File: src/rtl/qrns_pkg.sv
package qrns_pkg;
  localparam int BASE   = 5;
  localparam int EXP_N  = 2;
  localparam int NMOD   = 3;
  localparam int DIG_W  = 3;
  localparam int RES_W  = 5;
  localparam int PAIR_W = 2 * DIG_W;

  function automatic int pow_base(input int e);
    int p;
    p = 1;
    for (int i = 0; i < e; i++) p = p * BASE;
    return p;
  endfunction

  // moduli ordered 5^n-2, 5^n-1, 5^n
  function automatic int modulus(input int idx);
    return pow_base(EXP_N) - 2 + idx;
  endfunction

  localparam int TOP_LIMIT = modulus(0) * modulus(1) * modulus(2) - 1;
endpackage

File: src/rtl/qrns_mod_reduce.sv
module qrns_mod_reduce #(
  parameter int IN_W   = 8,
  parameter int MOD    = 23,
  parameter int MAX_IN = 255,
  parameter int QUO_W  = ((MAX_IN / MOD) < 1) ? 1 : $clog2(MAX_IN / MOD + 1),
  parameter int REM_W  = $clog2(MOD)
) (
  input  logic [IN_W-1:0]  val_i,
  output logic [REM_W-1:0] rem_o
);
  localparam int WW = IN_W + 1;

  logic [QUO_W:0][WW-1:0] stg;
  logic [QUO_W-1:0]       take;

  assign stg[QUO_W] = WW'(val_i);

  // restoring subtraction of MOD*2^k, high k first
  for (genvar k = QUO_W - 1; k >= 0; k--) begin : g_step
    localparam logic [WW-1:0] SUB = WW'(MOD) << k;
    assign take[k] = (stg[k+1] >= SUB);
    assign stg[k]  = take[k] ? (stg[k+1] - SUB) : stg[k+1];
  end

  assign rem_o = REM_W'(stg[0]);
endmodule

File: src/rtl/qrns_group_conv.sv
module qrns_group_conv
  import qrns_pkg::*;
#(
  parameter int GRP = 3
) (
  input  logic [GRP*DIG_W-1:0]          digits_i,
  output logic [NMOD-1:0][RES_W-1:0]    res_o
);
  localparam int MAXG = ((1 << DIG_W) - 1) * (pow_base(GRP) - 1) / (BASE - 1);
  localparam int GV_W = $clog2(MAXG + 1);

  logic [GV_W-1:0] gval;

  always_comb begin
    gval = '0;
    for (int i = GRP - 1; i >= 0; i--)
      gval = gval * GV_W'(BASE) + GV_W'(digits_i[i*DIG_W +: DIG_W]);
  end

  for (genvar m = 0; m < NMOD; m++) begin : g_mod
    localparam int MODV = modulus(m);
    logic [$clog2(MODV)-1:0] rem;
    qrns_mod_reduce #(
      .IN_W  (GV_W),
      .MOD   (MODV),
      .MAX_IN(MAXG)
    ) u_red (
      .val_i(gval),
      .rem_o(rem)
    );
    assign res_o[m] = RES_W'(rem);
  end
endmodule

File: src/rtl/qrns_combine.sv
module qrns_combine
  import qrns_pkg::*;
#(
  parameter int GRP = 3
) (
  input  logic [NMOD-1:0][RES_W-1:0] hi_i,
  input  logic [NMOD-1:0][RES_W-1:0] lo_i,
  output logic [NMOD-1:0][RES_W-1:0] res_o
);
  for (genvar m = 0; m < NMOD; m++) begin : g_mod
    localparam int MODV = modulus(m);
    localparam int WGT  = pow_base(GRP) % MODV;   // 10, 5, 0
    localparam int MAXS = WGT * (MODV - 1) + MODV - 1;
    localparam int SW   = $clog2(MAXS + 1) + 1;
    logic [SW-1:0]             sum;
    logic [$clog2(MODV)-1:0]   rem;

    assign sum = SW'(WGT) * SW'(hi_i[m]) + SW'(lo_i[m]);

    qrns_mod_reduce #(
      .IN_W  (SW),
      .MOD   (MODV),
      .MAX_IN(MAXS)
    ) u_red (
      .val_i(sum),
      .rem_o(rem)
    );
    assign res_o[m] = RES_W'(rem);
  end
endmodule

File: src/rtl/qrns_conv.sv
module qrns_conv
  import qrns_pkg::*;
#(
  parameter int N_DIGITS = 6,
  parameter int GRP      = 3,
  parameter bit REG_OUT  = 1'b1
) (
  input  logic                      clk_i,
  input  logic                      rst_ni,
  input  logic [N_DIGITS*DIG_W-1:0] digits_i,
  output logic [PAIR_W-1:0]         res23_o,
  output logic [PAIR_W-1:0]         res24_o,
  output logic [PAIR_W-1:0]         res25_o,
  output logic                      out_of_range_o,
  output logic                      bad_digit_o
);
  localparam int NG    = N_DIGITS / GRP;
  localparam int MAXV  = ((1 << DIG_W) - 1) * (pow_base(N_DIGITS) - 1) / (BASE - 1);
  localparam int VAL_W = $clog2(MAXV + 1);

  logic [NG-1:0][NMOD-1:0][RES_W-1:0] grp_res;
  logic [NG-1:0][NMOD-1:0][RES_W-1:0] acc;
  logic [NMOD-1:0][PAIR_W-1:0]        pair_d;
  logic [VAL_W-1:0]                   wval;
  logic                               oor_d, bad_d;

  // level 1: per-group residues
  for (genvar g = 0; g < NG; g++) begin : g_grp
    qrns_group_conv #(.GRP(GRP)) u_grp (
      .digits_i(digits_i[g*GRP*DIG_W +: GRP*DIG_W]),
      .res_o   (grp_res[g])
    );
  end

  // level 2: Horner merge from the top group down
  assign acc[NG-1] = grp_res[NG-1];
  for (genvar g = 0; g < NG - 1; g++) begin : g_merge
    qrns_combine #(.GRP(GRP)) u_comb (
      .hi_i (acc[g+1]),
      .lo_i (grp_res[g]),
      .res_o(acc[g])
    );
  end

  // residue to quinary digit pair
  for (genvar m = 0; m < NMOD; m++) begin : g_pair
    logic [DIG_W-1:0] d1;
    logic [RES_W-1:0] rest;
    always_comb begin
      d1 = '0;
      for (int k = 1; k < BASE; k++)
        if (acc[0][m] >= RES_W'(k * BASE)) d1 = DIG_W'(k);
      rest = acc[0][m] - RES_W'(d1) * RES_W'(BASE);
    end
    assign pair_d[m] = {d1, DIG_W'(rest)};
  end

  // full weighted value for the range flag
  always_comb begin
    wval  = '0;
    bad_d = 1'b0;
    for (int i = N_DIGITS - 1; i >= 0; i--) begin
      wval = wval * VAL_W'(BASE) + VAL_W'(digits_i[i*DIG_W +: DIG_W]);
      if (digits_i[i*DIG_W +: DIG_W] >= DIG_W'(BASE)) bad_d = 1'b1;
    end
  end
  assign oor_d = (wval > VAL_W'(TOP_LIMIT));

  if (REG_OUT) begin : g_reg
    always_ff @(posedge clk_i or negedge rst_ni) begin
      if (!rst_ni) begin
        res23_o        <= '0;
        res24_o        <= '0;
        res25_o        <= '0;
        out_of_range_o <= 1'b0;
        bad_digit_o    <= 1'b0;
      end else begin
        res23_o        <= pair_d[0];
        res24_o        <= pair_d[1];
        res25_o        <= pair_d[2];
        out_of_range_o <= oor_d;
        bad_digit_o    <= bad_d;
      end
    end
  end else begin : g_comb
    assign res23_o        = pair_d[0];
    assign res24_o        = pair_d[1];
    assign res25_o        = pair_d[2];
    assign out_of_range_o = oor_d;
    assign bad_digit_o    = bad_d;
  end
endmodule

File: config.mk
export PLATFORM = sky130hd
export DESIGN_NAME = qrns_conv
export DESIGN_NICKNAME = d
export VERILOG_FILES = /design/src/rtl/qrns_pkg.sv /design/src/rtl/qrns_mod_reduce.sv /design/src/rtl/qrns_group_conv.sv /design/src/rtl/qrns_combine.sv /design/src/rtl/qrns_conv.sv
export SDC_FILE = /design/constraint.sdc
export NUM_CORES = 1
export LEC_CHECK = 0
export BUFFER_PORTS_ARGS = -buffer_cell sky130_fd_sc_hd__buf_2
export CAP_MARGIN = 40
export CORE_AREA = 2 2 138 140
export DETAILED_ROUTE_END_ITERATION = 10
export DIE_AREA = 0 0 140 142
export GPL_TIMING_DRIVEN = 0
export PLACE_DENSITY = 0.71
export SETUP_SLACK_MARGIN = 0.05
export SYNTH_ARGS = -nofsm -noshare
export SYNTH_HDL_FRONTEND = slang
export SYNTH_SLANG_ARGS = --single-unit
File: constraint.sdc
create_clock -name clk_i -period 0.8 [get_ports clk_i]
set_clock_uncertainty 0.05 [all_clocks]
set_input_delay 0.12 -clock clk_i [delete_from_list [all_inputs] [get_ports clk_i]]
set_output_delay 0.12 -clock clk_i [all_outputs]
set_load 0.03 [all_outputs]
Word-level counts from Yosys, hierarchy flattened
Index checks and enable logic that the tools add are counted. Widths: inputs -> output; s select.

Logic and storage cells: 154. Output and inout port bits: 20. Bits in registers: 20.

Mux-type cells: 46. $add $sub $neg: 42. Magnitude comparators: 47. Multipliers: 14.

Operator list (number): $mux 9 (15); $ge 9x7->1 const B (6); $mux 10 (5); $ge 9x5->1 const B (5); $ge 9x6->1 const B (5); $sub 8x8->9 const B (5); $sub 9x6->9 const B (5); $sub 9x7->9 const B (5); $ge 8x8->1 const B (5); $mux 5 (8); $sub 5x5->5 const B (8); $add 8x3->8 (4); $add 15x3->15 (2); $ge 5x4->1 const B (6); $mul 15x3->15 const B (2); $mux 3 (8); $ge 10x5->1 const B (2); $ge 10x6->1 const B (2); $ge 5x5->1 const B (4); $sub 10x6->10 const B (2); $ge 3x3->1 const B (6); $mul 3x3->6 const B (3); $mul 3x5->8 const A (2); $mul 8x3->8 const B (2); 18 further kinds (32).

Logic depth before layout (Yosys ltp)
Gate-level depths: netlist of the first run.

Depth in word-level cells: 29. Mapped depth: 75. Gate-level depth less buffers: 72.

Modules after synthesis
From an unflattened synthesis of the first run, not the netlist that was laid out.

Cells, all modules: 1468. Area, all modules: 12020.3 um2.

By module, submodules not included: qrns_conv (cells an instance 446, seq. area each 500.5 um2, times used 1, area an instance 4061.4 um2); qrns_mod_reduce at g_grp[0].u_grp.g_mod[0].u_red ... (cells an instance 131, seq. area each 0.0 um2, times used 2, area an instance 962.2 um2); qrns_mod_reduce at g_grp[0].u_grp.g_mod[2].u_red ... (cells an instance 106, seq. area each 0.0 um2, times used 2, area an instance 777.0 um2); qrns_mod_reduce at g_merge[0].u_comb.g_mod[0].u_red (cells an instance 175, seq. area each 0.0 um2, times used 1, area an instance 1305.0 um2); qrns_group_conv (cells an instance 62, seq. area each 0.0 um2, times used 2, area an instance 579.3 um2); qrns_mod_reduce at g_grp[0].u_grp.g_mod[1].u_red ... (cells an instance 57, seq. area each 0.0 um2, times used 2, area an instance 417.9 um2); qrns_combine (cells an instance 74, seq. area each 0.0 um2, times used 1, area an instance 674.4 um2); qrns_mod_reduce at g_merge[0].u_comb.g_mod[1].u_red (cells an instance 38, seq. area each 0.0 um2, times used 1, area an instance 335.3 um2); qrns_mod_reduce at g_merge[0].u_comb.g_mod[2].u_red (cells an instance 23, seq. area each 0.0 um2, times used 1, area an instance 171.4 um2).

Least setup slack after synthesis of the first run
OpenSTA, ideal clock, no wires.

Path kind: input port to flip-flop. From: in digits_i[15]. To: reg res23_o[2]. Library setup time: 0.123 ns. Path buffers: 5. Slack: -13.768 ns. Data arrival time: 14.395 ns. Data required time: 0.627 ns. Stages: 74. Cells stage by stage: ha_1 > fa_1 > a31oi_2 > xnor2_1 > ha_1 > ha_1 > ha_1 > o21ai_1 > nor2_1 > or2_2 > inv_2 > ha_1 > a21oi_2 > nor2_4 > xnor2_1 > ha_1 > nand3_1 > a21oi_1 > [... 38 more ...] > xnor2_1 > ha_1 > nor2b_1 > a31o_4 > or2_0 > buf_2 > xor2_1 > ha_1 > nand2_1 > o211ai_2 > mux2_4 > nor2_1 > inv_1 > o211ai_1 > ha_1 > inv_1 > fa_1 > xnor2_1.

Word-level cells in the longest chain between the ends: 29. Elaborated cells on any way between the ends: 40. Classes of those cells: 12 x add/sub; 4 x mul; 12 x order compare; 12 x mux.

RTL lines: from (decl) (RTL line qrns_conv.sv:10) `input logic [N_DIGITS*DIG_W-1:0] digits_i,`; $mul 3x3->6 * (RTL line qrns_group_conv.sv:17) `gval = gval * GV_W'(BASE) + GV_W'(digits_i[i*DIG_W +: DIG_W]);`; $add 8x3->8 * (RTL line qrns_group_conv.sv:17); $mul 8x3->8 * (RTL line qrns_group_conv.sv:17); $add 8x3->8 * (RTL line qrns_group_conv.sv:17); $sub 8x8->9 or $ge 8x8->1 (tied branches) (RTL line qrns_mod_reduce.sv:22, qrns_mod_reduce.sv:21); $mux 9 * (RTL line qrns_mod_reduce.sv:22) `assign stg[k] = take[k] ? (stg[k+1] - SUB) : stg[k+1];`; $sub 9x7->9 or $ge 9x7->1 (tied branches) (RTL line qrns_mod_reduce.sv:22, qrns_mod_reduce.sv:21); $mux 9 * (RTL line qrns_mod_reduce.sv:22); [... 15 more ...]; $mux 1 (RTL line qrns_conv.sv:52) `if (acc[0][m] >= RES_W'(k * BASE)) d1 = DIG_W'(k);`; $mux 2 (RTL line qrns_conv.sv:52); $mux 3 (RTL line qrns_conv.sv:52); $mux 3 * (RTL line qrns_conv.sv:52); named net g_pair[0].d1[0] (RTL line qrns_conv.sv:47) `logic [DIG_W-1:0] d1;`; $mul 3x3->3 * (RTL line qrns_conv.sv:53) `rest = acc[0][m] - RES_W'(d1) * RES_W'(BASE);`; $sub 3x3->3 * (RTL line qrns_conv.sv:53); named net g_pair[0].rest[2] (RTL line qrns_conv.sv:48) `logic [RES_W-1:0] rest;`; to (signal assigned) (RTL line qrns_conv.sv:78) `res23_o <= pair_d[0];`; to (decl) (RTL line qrns_conv.sv:11) `output logic [PAIR_W-1:0] res23_o,`.

The timed path passes the listed nets; every way through them passes the cells marked *.

Worst setup path after layout of the first run
From: in digits_i[12]. To: reg res23_o[2].

Word-level cells in the longest chain between the ends: 28. Elaborated cells on any way between the ends: 39. Classes of those cells: 12 x add/sub; 3 x mul; 12 x order compare; 12 x mux.

RTL lines (RTL line): $add 8x3->8 * (qrns_group_conv.sv:17); $mul 8x3->8 * (qrns_group_conv.sv:17); $add 8x3->8 * (qrns_group_conv.sv:17); $sub 8x8->9 or $ge 8x8->1 (tied branches) (qrns_mod_reduce.sv:22, qrns_mod_reduce.sv:21); $mux 9 * (qrns_mod_reduce.sv:22); $sub 9x7->9 or $ge 9x7->1 (tied branches) (qrns_mod_reduce.sv:22, qrns_mod_reduce.sv:21); $mux 9 * (qrns_mod_reduce.sv:22); $sub 9x6->9 or $ge 9x6->1 (tied branches) (qrns_mod_reduce.sv:22, qrns_mod_reduce.sv:21); [... 14 more ...]; $mux 1 (qrns_conv.sv:52); $mux 2 (qrns_conv.sv:52); $mux 3 (qrns_conv.sv:52); $mux 3 * (qrns_conv.sv:52); named net g_pair[0].d1[0] (qrns_conv.sv:47); $mul 3x3->3 * (qrns_conv.sv:53); $sub 3x3->3 * (qrns_conv.sv:53); named net g_pair[0].rest[2] (qrns_conv.sv:48).

Marks and branches as above.

==> results of run 1 <==
metrics by stage:
step	area, um2	worst slack (ns)
after detailed placement	11400	-13.97
after CTS	13900	-11.79
after global routing	14800	-12.71
after global placement	11400	-13.88
final	14800	-12.16
after floorplan	10900	-12.24
critical path, delay by kind of cell:
family,cells,cell delay [ns]
adder cells (fa/ha/maj),12,2.95
XOR/XNOR,7,1.36
AND/OR/NAND/NOR,17,2.76
multiplexers,3,0.59
buffers and inverters,22,2.52
AO/OA/AOI/OAI,13,2.69
cells in the final DEF (no fill, tap or decap), drive strengths merged, types with 26 or more instances in the layout:
cell type | Yosys | final
o21ai | 87 | 87
ha | 232 | 232
mux2i | 28 | 28
nand3 | 28 | 28
a21oi | 107 | 107
nor2 | 99 | 99
inv | 111 | 110
a21o | 26 | 26
xnor2 | 92 | 92
nand2 | 75 | 75
buf | 4 | 246
xor2 | 27 | 27
synthesized netlist by cell type, types with 7 or more instances:
master / instances / area share, %
a31o_2: 7 / 0.62
a21o_1: 26 / 2.0
o21bai_1: 16 / 1.2
nand3_1: 28 / 1.4
nand2_1: 75 / 2.8
mux2_2: 11 / 1.2
nor2b_1: 18 / 1.1
o21a_1: 11 / 0.83
xor2_1: 27 / 2.4
nand4_1: 7 / 0.44
o21ai_0: 80 / 4.0
a31oi_1: 10 / 0.63
nor2_1: 96 / 3.6
and2_1: 11 / 0.69
fa_1: 18 / 3.6
a21oi_1: 103 / 5.2
o22ai_1: 14 / 0.88
and3_1: 10 / 0.63
ha_1: 232 / 29
xnor2_1: 91 / 8.0
dfrtp_1: 20 / 5.0
nand2b_1: 15 / 0.94
nor4_1: 7 / 0.44
inv_1: 109 / 4.1
clkbuf_1: 14 / 0.53
mux2i_1: 25 / 2.5
nor3_1: 14 / 0.70
flip-flops by register name, summed over array words and instances (netlist names):
register,count
out_of_range_o,1
res24_o,6
res23_o,6
res25_o,6
bad_digit_o,1
timing repair:
action / CTS / global route
endpoints found under the setup margin: 40 / 40
hold endpoints to repair: 20 / 20
setup buffers: 171 / 34
pin swaps: 123 / 115
gates resized for setup: 231 / 129
kinds of logic after synthesis:
kind of cell | count (synthesis) | share of synthesized area, %
XOR/XNOR | 121 | 11.0
buffers and inverters | 131 | 5.09
AND/OR/NAND/NOR | 323 | 16.2
flip-flops | 20 | 5.03
AO/OA/AOI/OAI | 373 | 25.0
adder cells (fa/ha/maj) | 253 | 33.1
multiplexers | 40 | 4.59
metal layers:
layer  vias to the layer above  routed length, um  track usage, %
met5                         -                  0               0
met4                         0                750            6.06
met3                        71               1100            3.40
met2                       264              15700            50.9
met1                      5065              12200            31.4
li1                       5099                  -               -
area by class of cell:
type,instances,share of cell area (%)
Tap cell,234,1.98
Clock buffer,3,0.507
Timing Repair Buffer,241,13.4
Buffer,14,0.651
Inverter,113,3.06
Sequential cell,20,3.38
Clock inverter,1,0.203
Multi-Input combinational cell,1110,76.9
how the worst max path moves through the flow:
| stage | from | endpoint | slack, ns | cells after the start |
|---|---|---|---|---|
| 6_report | digits_i[12] | res23_o[2] | -12.16 | 74 |
| 5_1_grt | digits_i[17] | res23_o[2] | -12.71 | 66 |
| 3_3_place_gp | digits_i[15] | res23_o[2] | -13.88 | 73 |
| 4_1_cts | digits_i[17] | res23_o[2] | -11.79 | 73 |
| 3_5_place_dp | digits_i[15] | res23_o[2] | -13.97 | 72 |
| 2_1_floorplan | digits_i[15] | res23_o[2] | -12.24 | 73 |
==> key figures, run 1 <==
Detailed routing
  • DRT Wirelength: 29700 um
  • DRC violations left: 4
  • Via Count: 10500
  • Drt pass-1 iters: 9
  • Starting DRT DRC Count: 555
  • WL/cell: 17.1 um
  • Post-route ant nets: 0
  • Vias per cell: 6.05

Timing
  • Count of final max-slew check failures: 0
  • Setup Viol. Count Final: 39
  • Slew headroom: 47.0%
  • Final Hold Viols: 20
  • Setup_tns: -175.14 ns
  • Slew @ Worst Pin: 0.790 ns
  • Post-route setup slack: -12.16 ns
  • Final worst path period share: 1620%
  • Post-layout min period: 12.96 ns
  • Worst Hold Margin: -0.233 ns
  • Unrepaired setup endpoints after global routing: yes
  • Fmax: 77.2 MHz

Critical path
  • Worst path slowest cell: fa_2
  • CP Capture Type: register
  • CP Launch Type: input port
  • CP most frequent cell: buf_4
  • WP data arrival: 13.06 ns
  • CP max FO: 5
  • Required time of the critical path: 0.90 ns
  • Crit Path Class: input port to register
  • CP peak stage delay: 0.45 ns

Floorplanning
  • Die area: 19900 um2
  • Io pins: 40
  • Die Y: 142 um
  • Initial Util: 53.9%
  • Chip width: 140 um
  • Core area: 18500 um2
  • Rows: 50

Yosys
  • Asr flop ratio synth: 100%
  • Seq/Total Area, Yosys: 5.03%
  • EDFF count, synth: 0
  • Synthesized area: 9950 um2
  • Cells after Synth: 1261
  • Yosys warnings: 0
  • Distinct cells, synth: 103
  • Post-Syn Nets: 1531
  • Avg Cell Area, Syn: 7.89 um2
  • Synthesis-stage register bit count: 20
  • Ys flop type: dfrtp_1

Outcome
  • Status: finished, violations left
  • Violated checks: DRC, hold timing, setup timing

Placed design
  • Hpwl dp: 17900 um
  • Number of placed instances with taps included: 1534
  • Port Buffers: 39
  • Gp weighted congestion: 0.883

Layout
  • Share of post-route cells with drive strength above 1: 42.2%
  • Area Growth Syn to Fin: 48.9%
  • Nets@finish: 1773
  • Fillers: 1089
  • Fin cells: 1736
  • Register Area: 500 um2
  • Area of the multi-input gates: 11400 um2
  • Antenna fix cells: 0
  • Final Util: 80.2%

Global route
  • Vias in the first global route: 9947
  • Overflow left after global routing: 0
  • Total track usage: 26.5%
  • Largest net degree at the start of global routing: 21
  • First-pass GRT wire length: 44900 um
  • Number of antenna violations at the first check in global routing: 0

Clock network
  • Max clock buf depth: 2
  • CTS root buf: clkbuf_16
  • CTS tree: yes
  • CTS H-tree lvls: 1
  • Clk sinks: 20
  • CTS buffer count: 3
  • Worst-path clk slew: 0.07 ns

Hold path
  • Hold Path Class: input port to asynchronous set/reset pin

Job
  • Max Cap Viol: 0
Power of run 1 is left out: the tool's default activity adds up to more than one toggle a clock period on the data nets, which glitch-free logic cannot reach.
==> inputs of run 2 (changes only) <==
--- a/config.mk
+++ b/config.mk
@@ -11,7 +11,7 @@
 export DETAILED_ROUTE_END_ITERATION = 10
 export DIE_AREA = 0 0 140 142
 export GPL_TIMING_DRIVEN = 0
-export PLACE_DENSITY = 0.71
+export PLACE_DENSITY = 0.81
 export SETUP_SLACK_MARGIN = 0.05
 export SYNTH_ARGS = -nofsm -noshare
 export SYNTH_HDL_FRONTEND = slang
==> key figures, run 2 (synthesis gave the netlist of run 1 again) <==
Layout
  • Nets@finish: 1731 (-2.4%)
  • Most common cell after layout, fill and taps aside: ha_1
  • Fin cells: 1694 (-2.4%)
  • Antenna fix cells: 0 (unchanged)
  • Share of post-route cells with drive strength above 1: 38.8% (-3.4 points)
  • Top flop regs: res23_o (6), res24_o (6), res25_o (6)
  • Most frequent cells in the layout: ha_1 (168), buf_4 (149), inv_1 (90)
  • Area Growth Syn to Fin: 43.3%

Critical path
  • Required time of the critical path: 0.90 ns (about the same)
  • Crit Path Class: input port to register
  • CP max FO: 6 (+1)
  • WP data arrival: 13.26 ns (+0.20 ns)
  • CP Capture Type: register
  • Worst path slowest cell: fa_2
  • CP most frequent cell: ha_4
  • CP Launch Type: input port
  • CP peak stage delay: 0.66 ns (+0.21 ns)

Global route
  • Vias in the first global route: 10400 (+5.0%)
  • Largest net degree at the start of global routing: 21 (unchanged)
  • First-pass GRT wire length: 45500 um (+1.5%)
  • Number of antenna violations at the first check in global routing: 0 (unchanged)
  • Total track usage: 26.5% (about the same)
  • Overflow left after global routing: 0 (unchanged)

Clock network
  • CTS tree: yes
  • Worst-path clk slew: 0.06 ns (about the same)
  • CTS buffer count: 3 (unchanged)
  • CTS H-tree lvls: 1 (unchanged)
  • Max clock buf depth: 2 (unchanged)
  • Clk sinks: 20 (unchanged)
  • CTS root buf: clkbuf_16

Timing
  • Post-route setup slack: -12.35 ns (-0.195 ns)
  • Final Hold Viols: 20 (unchanged)
  • Unrepaired setup endpoints after global routing: yes
  • Final worst path period share: 1640% (+24 points)
  • Worst Hold Margin: -0.216 ns (+0.0175 ns)
  • Setup_tns: -179.17 ns (-4.03 ns)
  • Slew headroom: 29.3% (-18 points)
  • Setup Viol. Count Final: 39 (unchanged)
  • Fmax: 76.0 MHz (-1.5%)
  • Post-layout min period: 13.15 ns (+0.195 ns)
  • Count of final max-slew check failures: 0 (unchanged)
  • Slew @ Worst Pin: 1.06 ns (+0.268 ns)

Floorplanning
  • Core area: 18500 um2 (unchanged)
  • Chip width: 140 um (unchanged)
  • Die area: 19900 um2 (unchanged)
  • Die Y: 142 um (unchanged)
  • Io pins: 40 (unchanged)
  • Rows: 50 (unchanged)
  • Initial Util: 53.9% (unchanged)

Detailed routing
  • DRC violations left: 4 (unchanged)
  • DRT Wirelength: 30900 um (+3.9%)
  • Starting DRT DRC Count: 777 (+40%)
  • Drt pass-1 iters: 9 (unchanged)
  • Vias per cell: 6.36 (+5.1%)
  • WL/cell: 18.2 um (+6.5%)
  • Post-route ant nets: 0 (unchanged)
  • Via Count: 10800 (+2.6%)

Job
  • Max Cap Viol: 0 (unchanged)

Placed design
  • Number of placed instances with taps included: 1534 (unchanged)
  • Gp weighted congestion: 0.907 (+2.8%)
  • Port Buffers: 39 (unchanged)
  • Post-placement setup slack: -13.91 ns (+0.0504 ns)
  • Hpwl dp: 18500 um (+3.7%)

Outcome
  • Violated checks: DRC, hold timing, setup timing
  • Status: finished, violations left

Hold path
  • Hold Path Class: input port to asynchronous set/reset pin
-- run 2: cell types whose count changed in the layout (fill, tap and decap cells not counted), moves of 3 or more --
cell and change:
buf_4 -37, buf_6 -9, ha_1 +12, ha_2 -3
ha_4 -9, mux2i_2 -3, nand2_1 +3, nand2_4 -3
o21ai_0 -4, o21ai_1 +5, xnor2_1 -3, xnor2_2 +4
-- run 2: worst paths after layout --
path / startpoint / to / slack [ns] / cells after the start
max: digits_i[17] / res23_o[2] / -12.35 / 72
max in group asynchronous: rst_ni / res25_o[1] / 0.56 / 1
min: rst_ni / res23_o[0] / -0.22 / 1
min in group clk_i: digits_i[15] / bad_digit_o / 0.19 / 3
-- run 2: what timing repair did --
item,CTS,global route
gates cloned,0,0
endpoints found under the hold margin,20,20
resized for setup,210,107
setup endpoints to repair,40,39
pin swaps,96,121
buffers inserted,113,47
-- run 2: cell type report --
cell class / instances / area (um2)
Clock buffer: 3 / 75.1
Tap cell: 234 / 293
Fill cell: 1067 / 4200
Multi-Input combinational cell: 1110 / 11200
Timing Repair Buffer: 199 / 1630
Clock inverter: 1 / 30.0
Sequential cell: 20 / 500
Inverter: 113 / 448
Buffer: 14 / 93.8
-- run 2: stage by stage --
| step | area [um2] | utilization (%) |
|---|---|---|
| 4_1_cts | 13400 | 72.5 |
| 5_1_grt | 14300 | 77.2 |
| 3_5_place_dp | 11400 | 62.0 |
| 3_3_place_gp | 11400 | 62.0 |
| 2_1_floorplan | 10900 | - |
| 6_report | 14300 | 77.2 |
-- run 2: critical path: cells and delay by family --
kind	cells	cell delay (ns)
xor gates and xnor gates	11	1.96
buffers and inverters	10	1.14
muxes	2	0.50
AOI/OAI and AO/OA	16	2.96
and+or+nand+nor	17	2.51
adders and majority gates	16	4.05
-- run 2: layer usage --
layer / up-vias / global-route usage (%) / wire [um]
met5: - / 0 / 0
met3: 186 / 2.83 / 1640
met1: 5093 / 29.5 / 11500
met4: 0 / 8.24 / 1700
met2: 495 / 52.6 / 16000
li1: 4997 / - / -
Power of run 2 is left out for the same reason.
==> inputs of run 3 (changes only) <==
--- a/config.mk
+++ b/config.mk
@@ -12,7 +12,6 @@
 export DIE_AREA = 0 0 140 142
 export GPL_TIMING_DRIVEN = 0
 export PLACE_DENSITY = 0.81
-export SETUP_SLACK_MARGIN = 0.05
 export SYNTH_ARGS = -nofsm -noshare
 export SYNTH_HDL_FRONTEND = slang
 export SYNTH_SLANG_ARGS = --single-unit
==> key figures, run 3 (synthesis gave the netlist of run 1 again) <==
Outcome
  • Status: finished, violations left
  • Violated checks: DRC, hold timing, setup timing

Global route
  • Total track usage: 26.4% (-0.12 points)
  • Largest net degree at the start of global routing: 21 (unchanged)
  • Overflow left after global routing: 0 (unchanged)
  • First-pass GRT wire length: 45300 um (-0.50%)
  • Number of antenna violations at the first check in global routing: 0 (unchanged)
  • Vias in the first global route: 10400 (-0.46%)

Critical path
  • CP Launch Type: input port
  • CP Capture Type: register
  • Critical path depth: 70 (-2.8%)
  • Crit Path Class: input port to register
  • CP max FO: 6 (unchanged)
  • CP peak stage delay: 0.65 ns (about the same)
  • Worst path slowest cell: fa_2
  • Bufs and invs on worst path: 10 (unchanged)
  • WP data arrival: 13.09 ns (-0.17 ns)
  • Crit path to: res23_o[1]
  • CP most frequent cell: ha_4
  • CP startpoint: digits_i[17]
  • Required time of the critical path: 0.89 ns (about the same)
  • Family with the most delay on the worst path: adder cells

Clock network
  • CTS buffer count: 3 (unchanged)
  • Max clock buf depth: 2 (unchanged)
  • CTS H-tree lvls: 1 (unchanged)
  • Clk sinks: 20 (unchanged)
  • CTS tree: yes
  • Worst-path clk slew: 0.06 ns (about the same)
  • CTS root buf: clkbuf_16

Floorplanning
  • Chip width: 140 um (unchanged)
  • Rows: 50 (unchanged)
  • Initial Util: 53.9% (unchanged)
  • Die area: 19900 um2 (unchanged)
  • Die Y: 142 um (unchanged)
  • Core area: 18500 um2 (unchanged)
  • Io pins: 40 (unchanged)

Timing
  • Slew headroom: 37.9% (+8.6 points)
  • Final worst path period share: 1630% (-19 points)
  • Setup Viol. Count Final: 39 (unchanged)
  • Unrepaired setup endpoints after global routing: yes
  • Setup_tns: -179.62 ns (-0.453 ns)
  • Slew @ Worst Pin: 0.929 ns (-0.129 ns)
  • Count of final max-slew check failures: 0 (unchanged)
  • Worst Hold Margin: -0.209 ns (+0.00618 ns)
  • Post-layout min period: 13.00 ns (-0.154 ns)
  • Fmax: 76.9 MHz (+1.2%)
  • Post-route setup slack: -12.20 ns (+0.154 ns)
  • Final Hold Viols: 20 (unchanged)

Detailed routing
  • Post-route ant nets: 0 (unchanged)
  • Drt pass-1 iters: 8 (-1)
  • DRC violations left: 4 (unchanged)
  • DRT Wirelength: 30900 um (+0.10%)
  • Vias per cell: 6.29 (-1.1%)
  • Via Count: 10600 (-1.1%)
  • Starting DRT DRC Count: 809 (+4.1%)
  • WL/cell: 18.2 um (+0.16%)

Placed design
  • Port Buffers: 39 (unchanged)
  • DP Area: 11400 um2 (unchanged)
  • Post-placement setup slack: -13.91 ns (unchanged)
  • Gp weighted congestion: 0.907 (unchanged)
  • Hpwl dp: 18500 um (unchanged)

Layout
  • Share of post-route cells with drive strength above 1: 39.3% (+0.57 points)
  • Antenna fix cells: 0 (unchanged)
  • Finished Cell Area: 14300 um2 (+0.22%)
  • Most common cell after layout, fill and taps aside: ha_1
  • Most frequent cells in the layout: ha_1 (164), buf_4 (149), inv_1 (89)
  • Top flop regs: res23_o (6), res24_o (6), res25_o (6)
  • Nets@finish: 1730 (-0.058%)
  • Area Growth Syn to Fin: 43.6%

Job
  • Max Cap Viol: 0 (unchanged)

Hold path
  • Hold Path Class: input port to asynchronous set/reset pin
## run 3: metal layers
metal  global-route usage (%)  up-vias  wire length (um)
li1                         -     5005                 -
met1                     29.6     5058             11500
met2                     51.9      422             16400
met3                     2.96      163              1490
met4                     8.29        0              1490
met5                        0        -                 0
## run 3: what timing repair did
action | in CTS | in global routing
hold endpoints to repair | 20 | 20
endpoints found under the setup margin | 40 | 40
buffers inserted | 113 | 47
resized for setup | 217 | 109
pin swaps | 100 | 102
## run 3: worst min-delay path by stage
stage / startpoint / to / slack [ns]
2_1_floorplan: rst_ni / bad_digit_o / -0.23
3_3_place_gp: rst_ni / res23_o[0] / 0.07
3_5_place_dp: rst_ni / res23_o[0] / 0.08
4_1_cts: rst_ni / out_of_range_o / -0.20
5_1_grt: rst_ni / res23_o[2] / -0.17
6_report: rst_ni / res23_o[2] / -0.21
## run 3: layout make-up
type	instances	area (um2)
clock buffer	3	75.1
tap	234	293
buffer	14	93.8
sequential	20	500
timing repair buffer	198	1610
clock inverter	1	30.0
inverter	113	450
fill	1070	4170
multi-input combinational	1110	11200
## run 3: metrics by stage
stage          util [%]  hold slack [ns]  cells
3_3_place_gp       62.0           0.0672   1534
6_report           77.4           -0.209   1693
2_1_floorplan         -           -0.226   1261
5_1_grt            77.4           -0.168   1693
3_5_place_dp       62.0           0.0750   1534
4_1_cts            72.6           -0.203   1648
Power of run 3 is left out for the same reason.
